[src/rtl/irq_src_pkg.sv]
package irq_src_pkg;

   localparam int CFG_W      = 32;
   localparam int MASK_POS   = 31;
   localparam int SENSE_POS  = 22;
   localparam int NOMASK_POS = 21;

   typedef struct packed {
      logic mask;    // 1: request blocked unless nomask
      logic sense;   // 1: level-sensitive, 0: edge-sensitive
      logic nomask;  // 1: critical source, mask ignored
   } src_cfg_t;

   localparam src_cfg_t CFG_RESET = '{mask: 1'b1, sense: 1'b0, nomask: 1'b0};

   function automatic src_cfg_t cfg_from_word(input logic [CFG_W-1:0] w);
      src_cfg_t c;
      c.mask   = w[MASK_POS];
      c.sense  = w[SENSE_POS];
      c.nomask = w[NOMASK_POS];
      return c;
   endfunction

endpackage

[src/rtl/irq_src_onehot.sv]
module irq_src_onehot #(
   parameter int NUM_SRC = 8,
   parameter int IDX_W   = 3
) (
   input  logic               vld,
   input  logic [IDX_W-1:0]   idx,
   output logic [NUM_SRC-1:0] hit
);

   initial begin
      if (NUM_SRC < 1) $error("irq_src_onehot: NUM_SRC must be at least 1");
      if ((1 << IDX_W) < NUM_SRC) $error("irq_src_onehot: IDX_W too narrow");
   end

   for (genvar g = 0; g < NUM_SRC; g++) begin : g_hit
      assign hit[g] = vld && (idx == IDX_W'(g));
   end

endmodule

[src/rtl/irq_src_slice.sv]
module irq_src_slice
   import irq_src_pkg::*;
(
   input  logic     clk,
   input  logic     rst_n,
   input  logic     raw,
   input  logic     wr_hit,
   input  src_cfg_t wr_cfg,
   input  logic     ack_hit,
   output src_cfg_t cfg_q,
   output logic     pend_q,
   output logic     req_q,
   output logic     act_q,
   output logic     lvl_q
);

   src_cfg_t cfg_nx;
   logic     pend_nx;
   logic     req_nx;
   logic     act_nx;
   logic     ack_edge;

   // an acknowledge only retires a source that was edge-sensitive before this edge
   assign ack_edge = ack_hit && !cfg_q.sense;

   always_comb begin
      cfg_nx = wr_hit ? wr_cfg : cfg_q;

      // level mode (including a fresh switch to it) follows the new raw value
      if (cfg_nx.sense)      pend_nx = raw;
      else if (raw)          pend_nx = 1'b1;
      else if (ack_edge)     pend_nx = 1'b0;
      else                   pend_nx = pend_q;

      req_nx = pend_nx && (!cfg_nx.mask || cfg_nx.nomask);

      if (req_nx)            act_nx = 1'b1;
      else if (cfg_nx.sense) act_nx = 1'b0;
      else if (ack_edge)     act_nx = 1'b0;
      else                   act_nx = act_q;
   end

   always_ff @(posedge clk or negedge rst_n) begin
      if (!rst_n) begin
         cfg_q  <= CFG_RESET;
         pend_q <= 1'b0;
         req_q  <= 1'b0;
         act_q  <= 1'b0;
         lvl_q  <= 1'b0;
      end else begin
         cfg_q  <= cfg_nx;
         pend_q <= pend_nx;
         req_q  <= req_nx;
         act_q  <= act_nx;
         lvl_q  <= raw;
      end
   end

endmodule

[src/rtl/irq_src_bank.sv]
module irq_src_bank
   import irq_src_pkg::*;
#(
   parameter int NUM_SRC = 8,
   parameter int IDX_W   = (NUM_SRC > 1) ? $clog2(NUM_SRC) : 1
) (
   input  logic               clk,
   input  logic               rst_n,
   input  logic [NUM_SRC-1:0] irq_in,
   input  logic               cfg_we,
   input  logic [IDX_W-1:0]   cfg_idx,
   input  logic [CFG_W-1:0]   cfg_wdata,
   input  logic               ack_vld,
   input  logic [IDX_W-1:0]   ack_idx,
   output logic [NUM_SRC-1:0] req_o,
   output logic [NUM_SRC-1:0] pend_o,
   output logic [NUM_SRC-1:0] act_o,
   output logic [NUM_SRC-1:0] lvl_o
);

   initial begin
      if (NUM_SRC < 1) $error("irq_src_bank: NUM_SRC must be at least 1");
      if ((1 << IDX_W) < NUM_SRC) $error("irq_src_bank: IDX_W cannot address every source");
      if (MASK_POS == SENSE_POS || MASK_POS == NOMASK_POS || SENSE_POS == NOMASK_POS)
         $error("irq_src_bank: configuration field positions overlap");
   end

   logic [NUM_SRC-1:0] wr_hit;
   logic [NUM_SRC-1:0] ack_hit;
   logic [NUM_SRC-1:0] sense_v;
   logic [NUM_SRC-1:0] mask_v;
   logic [NUM_SRC-1:0] nomask_v;
   src_cfg_t           wr_cfg;

   assign wr_cfg = cfg_from_word(cfg_wdata);

   irq_src_onehot #(.NUM_SRC(NUM_SRC), .IDX_W(IDX_W)) u_wr_dec (
      .vld (cfg_we),
      .idx (cfg_idx),
      .hit (wr_hit)
   );

   irq_src_onehot #(.NUM_SRC(NUM_SRC), .IDX_W(IDX_W)) u_ack_dec (
      .vld (ack_vld),
      .idx (ack_idx),
      .hit (ack_hit)
   );

   for (genvar g = 0; g < NUM_SRC; g++) begin : g_src
      src_cfg_t cfg_s;

      irq_src_slice u_slice (
         .clk     (clk),
         .rst_n   (rst_n),
         .raw     (irq_in[g]),
         .wr_hit  (wr_hit[g]),
         .wr_cfg  (wr_cfg),
         .ack_hit (ack_hit[g]),
         .cfg_q   (cfg_s),
         .pend_q  (pend_o[g]),
         .req_q   (req_o[g]),
         .act_q   (act_o[g]),
         .lvl_q   (lvl_o[g])
      );

      assign sense_v[g]  = cfg_s.sense;
      assign mask_v[g]   = cfg_s.mask;
      assign nomask_v[g] = cfg_s.nomask;
   end

endmodule

[config.mk]
export PLATFORM = sky130hd
export DESIGN_NAME = irq_src_bank
export DESIGN_NICKNAME = d
export VERILOG_FILES = /design/src/rtl/irq_src_pkg.sv /design/src/rtl/irq_src_onehot.sv /design/src/rtl/irq_src_slice.sv /design/src/rtl/irq_src_bank.sv
export SDC_FILE = /design/constraint.sdc
export NUM_CORES = 1
export LEC_CHECK = 0
export ABC_AREA = 1
export BUFFER_PORTS_ARGS = -buffer_cell sky130_fd_sc_hd__buf_2
export CORE_MARGIN = 2
export CORE_UTILIZATION = 25
export DETAILED_ROUTE_END_ITERATION = 16
export GPL_TIMING_DRIVEN = 0
export PLACE_DENSITY_LB_ADDON = 0.12
export SLEW_MARGIN = 20
export SYNTH_ARGS = -nofsm -noshare
export SYNTH_HDL_FRONTEND = slang
export SYNTH_SLANG_ARGS = --single-unit
[constraint.sdc]
create_clock -name clk -period 1.19 [get_ports clk]
set_input_delay 0.119 -clock clk [delete_from_list [all_inputs] [get_ports clk]]
set_output_delay 0.119 -clock clk [all_outputs]
set_load 0.005 [all_outputs]
Word-level counts from Yosys, hierarchy flattened
Cells that the tools add are included.
W data, S select, Z words.
- word-level logic and storage cells: 192
- bits of input ports: 50
- output and inout bits: 32
- bits in registers: 56
- reductions and logical operators: 66
- equal/unequal tests: 14
- muxes and demuxes: 56
- operators with widths (cell ; number):
    $mux W1 ; 48
    $logic_and A1 B1 Y1 ; 32
    $eq A3 B3 Y1 const B ; 8
    $mux W3 ; 8
    $reduce_bool A3 Y1 ; 8
    $logic_not A1 Y1 ; 16
    $eq A3 B2 Y1 const B ; 4
    $logic_or A1 B1 Y1 ; 8
    $eq A3 B1 Y1 const B ; 2
    $logic_not A3 Y1 ; 2

Longest topological paths before layout
- depth in word-level cells: 8
- depth in mapped cells: 9
- gate-level depth less buffers: 9

Hierarchy
From an unflattened synthesis, not the netlist that was laid out.
- cells, all modules: 290
- area, all modules: 2519.9 µm²
- by module, submodules not included (module ; instances ; area an instance (µm²) ; cells each ; seq. area each (µm²)):
    irq_src_slice ; 8 ; 299.0 ; 32 ; 176.4
    irq_src_onehot ; 2 ; 63.8 ; 17 ; 0.0

Worst setup path before layout
No wires, ideal clock.
- path type: reg2reg
- start point: reg g_src[7].u_slice.cfg_q[2] in the netlist's numbering
- end point: reg g_src[7].u_slice.act_q
- data arrival time: 820 ps
- cell stages (with the launch flop): 6
- setup slack: 253 ps
- setup time: 116 ps
- cell sequence: dfstp_2 > o21ai_0 > nand2_1 > nand3_1 > nand2_2 > nand2_2
- RTL lines (item ; line ; source):
    from (decl) ; irq_src_slice.sv:10 ; output src_cfg_t cfg_q,
    from (signal assigned) ; irq_src_slice.sv:51 ; cfg_q <= cfg_nx;
    to (signal assigned) ; irq_src_slice.sv:54 ; act_q <= act_nx;
    to (decl) ; irq_src_slice.sv:13 ; output logic act_q,

Worst setup path after layout
- start point: reg g_src[6].u_slice.act_q
- end point: out act_o[6]
- RTL lines (item ; line ; source):
    from (decl) ; irq_src_slice.sv:13 ;
    from (signal assigned) ; irq_src_slice.sv:54 ;
    to (decl) ; irq_src_bank.sv:17 ; output logic [NUM_SRC-1:0] act_o,
No word-level cell between the ends.

==> run summary <==
The logs give 931 MHz for the top achievable clock speed and 2.13% for the met3 usage in global routing. Dividing the final minimum period by the clock period gives 90.2%. Of all nets on the critical path, the largest fanout is 2. The final antenna diode count came out at 0. The most common cell in the netlist is nand2_1.

For this run, the number of Yosys warnings is 0. For this run, the detailed router's first-pass iteration total came to 4. The endpoint of the lowest-slack register-to-register path is g_src[6].u_slice.act_q. In this run the power spent charging and discharging nets is 0.00131 W. The worst path buffer plus inverter count is 2. In this run the register-to-register setup slack is 130 ps. Minimum hold slack: 45.5 ps. The tree is rooted in a clkbuf_8. For this design the ratio of total power to cell area is 1460 mW/mm².

The total clock sinks is 56. Among all stages on the critical path, the largest delay is contributed by dfrtp_1. The share of the synthesized area in the top cell type came out at 45.2%.

The hold violation count in the final report was 0. Path category of the worst min-delay check: in2reg. The tools report the critical path launch point type as a register.

The layout overhead on the synthesized area came out at 25.5%. Measured in cells, the most critical reg-to-reg path has a length of 8. The initial antenna violation count was 0; the standard cell area after detailed placement was 0.00312 mm².

The worst relative slew slack came out at 71.4%. The placed cell count is 489. For hold timing, the worst endpoint is g_src[7].u_slice.cfg_q[2]. After the first detailed-routing iteration, the DRC count stood at 43. The synthesized design contains 0 enable-type register cells.

The floorplan die width was 107 µm; the final standard cell count with taps included and fillers excluded was 506. Hold path startpoint: cfg_wdata[31]. The area fraction in compound gates after synthesis is 4.33%. The routed length per placed instance is 10.7 µm, and the met1 track demand over resource is 14.4%.

The clock passes through at most 2 buffers. The wire length after detailed routing is 5390 µm. After Yosys synthesis, XOR and XNOR cells account for 0% of the synthesized area. The floorplan step defined a core boundary enclosing 0.0103 mm². The final critical path time including I/O delays and setup is 1070 ps, and the fraction of synthesized area in multiplexers is 0%.

Grouping stages by cell kind, the critical path spends the most delay in flip-flops. After Yosys synthesis, full adders, half adders and majority gates account for 0% of the synthesized area. Synthesis produced a netlist with a net count of 350.

VDD sags by at most 0.000586 V. Setup repair after global routing left no endpoint under its margin. The run gives 0.0115 mm² as the full die area. For this run, the leading register cell type out of synthesis is dfrtp_1. The H-tree was split into 2 levels. STA classifies the critical path endpoint as a primary output. For the worst-skew pair, the clock arrives at the later sink with an insertion delay of 310 ps. The slew at the pin with the worst max-slew slack came out at 429 ps. Clock tree synthesis inserted a total of 5 buffers. The total I/O pin count is 82, and the internal power consumption is 0.00355 W. On the worst path, the slowest cell contributes a delay of 400 ps. Walking the worst path, the cells encountered are buf_4 > buf_2. At the worst endpoint, the required time is 1070 ps. The via count of the first global-routing pass was 1925; the number of synthesized register bits was 56.

For the critical path arrival, the log shows 950 ps. The cell taking the most area after synthesis was dfrtp_1. The die boundary height came out at 107 µm.

In this run switching power makes up 27.0% of total power. The most used routing layer was met2. The run gives 4.33 ps as the worst clock skew on the final layout. The share of cells above drive strength 1 came out at 37.8%.

Synthesis produced 300 cells. The number of cell rows is 37. For this configuration, the core starts out at a cell density of 25.8%.

The global route total overflow was 0. The relative contribution of the clock network to total power is 28.1%, and the post-CTS setup buffer count is 0. The synthesized netlist occupies a cell area of 0.00266 mm².

The commonest cells after synthesis are nand2_1, inv_1, dfrtp_1. The start-to-end type of the worst setup path is reg2out. In the final design database the tool counted 419 nets. After synthesis, the netlist uses 21 different library cells. By area the synthesized netlist is led by dfrtp_1, nand2_1, buf_4. Entering global routing, the biggest net connects 46 pins.

The total global-route track usage came out at 10.1%. The startpoint identified for the worst register-to-register timing path is g_src[6].u_slice.cfg_q[1]. Setup violations remaining at the end of the flow were counted as 0. The leakage power summed over all cells is 1.78 nW.

Combinational logic burns 23.4% of the power. The clock input transition at the sequential cells of the worst setup and hold paths came out at 100 ps. The combinational family with the most area after synthesis was simple AND/OR/NAND/NOR gates. TritonCTS built the clock tree.

The fraction of registers with async set/reset came out at 100%. Global routing used 15.4% of the available met2 tracks. Detailed placement finished with a half-perimeter wire length of 3990 µm.

Cells fill 32.3% of the core in the end. The run finished with clean final reports. After routing, the total negative slack on setup checks comes to 0 ps. After filler insertion, the fill cell instance count of the layout stands at 1108. A synthesized cell averages 8.87 µm². The count of nets left with antenna violations once routing finished came out at 0. The first global-routing pass estimated 9110 µm of wire. The count of buffers added on input and output ports is 52. The final-report max-slew violation count is 0. The worst hold path was traced through 3 stages.

The placer's final routability congestion estimate is 0.696, and the routed via count divided by cell count is 3.70. The final non-filler cell area was 0.00334 mm²; the area share of and/or/nand/nor cells after synthesis was 25.1%. In the routed design, unresolved DRC markers number 0. The logs give 1873 for the number of vias after detailed routing and 48.5% for the share of power burned in registers. Summing the sequential cell areas from Yosys gives 53.1% of the chip area. The reported max-cap violation count came out at 0.
==> stage by stage <==
stage               total power [W]  setup WS, ps
floorplan                   0.00314           253
global placement            0.00352          -211
detailed placement          0.00354         -77.9
CTS                         0.00497          75.4
global route                0.00520         0.598
finish                      0.00487           116
==> how the worst max path moves through the flow <==
stage                              to                      start  slack (ps)  cells after the start
4_1_cts        g_src[6].u_slice.act_q  g_src[6].u_slice.cfg_q[1]          80                      8
5_1_grt        g_src[6].u_slice.act_q  g_src[6].u_slice.cfg_q[1]         0.6                      8
2_1_floorplan  g_src[7].u_slice.act_q  g_src[7].u_slice.cfg_q[2]         250                      5
3_5_place_dp   g_src[0].u_slice.act_q                 cfg_idx[0]         -80                      7
3_3_place_gp   g_src[4].u_slice.lvl_q                      rst_n        -210                      1
6_report                     act_o[6]     g_src[6].u_slice.act_q         120                      2
==> final cells by class <==
| cell class | instances | area (µm²) | share of cell area [%] |
|---|---|---|---|
| flip-flops and latches | 56 | 1410 | 42.3 |
| multi-input cells | 153 | 785 | 23.5 |
| repair buffers | 62 | 380 | 11.4 |
| plain buffers | 32 | 240 | 7.19 |
| inverters | 59 | 226 | 6.78 |
| well taps | 136 | 170 | 5.10 |
| clock buffers | 7 | 96.3 | 2.88 |
| clock inverters | 1 | 30.0 | 0.899 |
==> worst min-delay path, stage by stage <==
cell	delay, ps
buf_2	110
nand2_1	60
nand2_1	60
==> per-layer routing <==
layer	routed length, µm	up-vias
li1	-	997
met1	2860	833
met2	2270	41
met3	228	2
met4	30	0
met5	0	-
==> flip-flops by register name, indices dropped and copies added (netlist names) <==
| register | cells |
|---|---|
| g_src.u_slice.act_q | 8 |
| g_src.u_slice.cfg_q | 24 |
| g_src.u_slice.lvl_q | 8 |
| g_src.u_slice.pend_q | 8 |
| g_src.u_slice.req_q | 8 |
==> what timing repair did <==
item                                    4_1_cts  5_1_grt
gates resized for setup                       0        1
hold buffers                                  9        0
endpoints found under the setup margin        0        2
endpoints found under the hold margin        56        0
==> power groups by stage <==
stage	sequential (W)	clock, W	combinational (W)
4_1_cts	0.00236	0.00144	0.00117
5_1_grt	0.00240	0.00149	0.00131
3_3_place_gp	0.00240	0	0.00112
6_report	0.00236	0.00137	0.00114
2_1_floorplan	0.00237	0	0.000767
3_5_place_dp	0.00240	0	0.00114
==> placed cells by master (no fill, tap or decap), drive strengths merged <==
cell type and instances:
a21boi 3, buf 85, bufinv 1, clkbuf 7, clkinv 1, dfrtp 48, dfstp 8, dlygate4sd3 9
inv 58, nand2 92, nand3 19, nand3b 4, nand4 1, nor2 19, o21ai 14, o21bai 1
==> cells by family after synthesis <==
kind of cell           after synthesis
buffers and inverters               91
AND/OR/NAND/NOR                    135
AO/OA/AOI/OAI                       18
flip-flops                          56
Note: power is estimated with default switching activity, not from simulation.
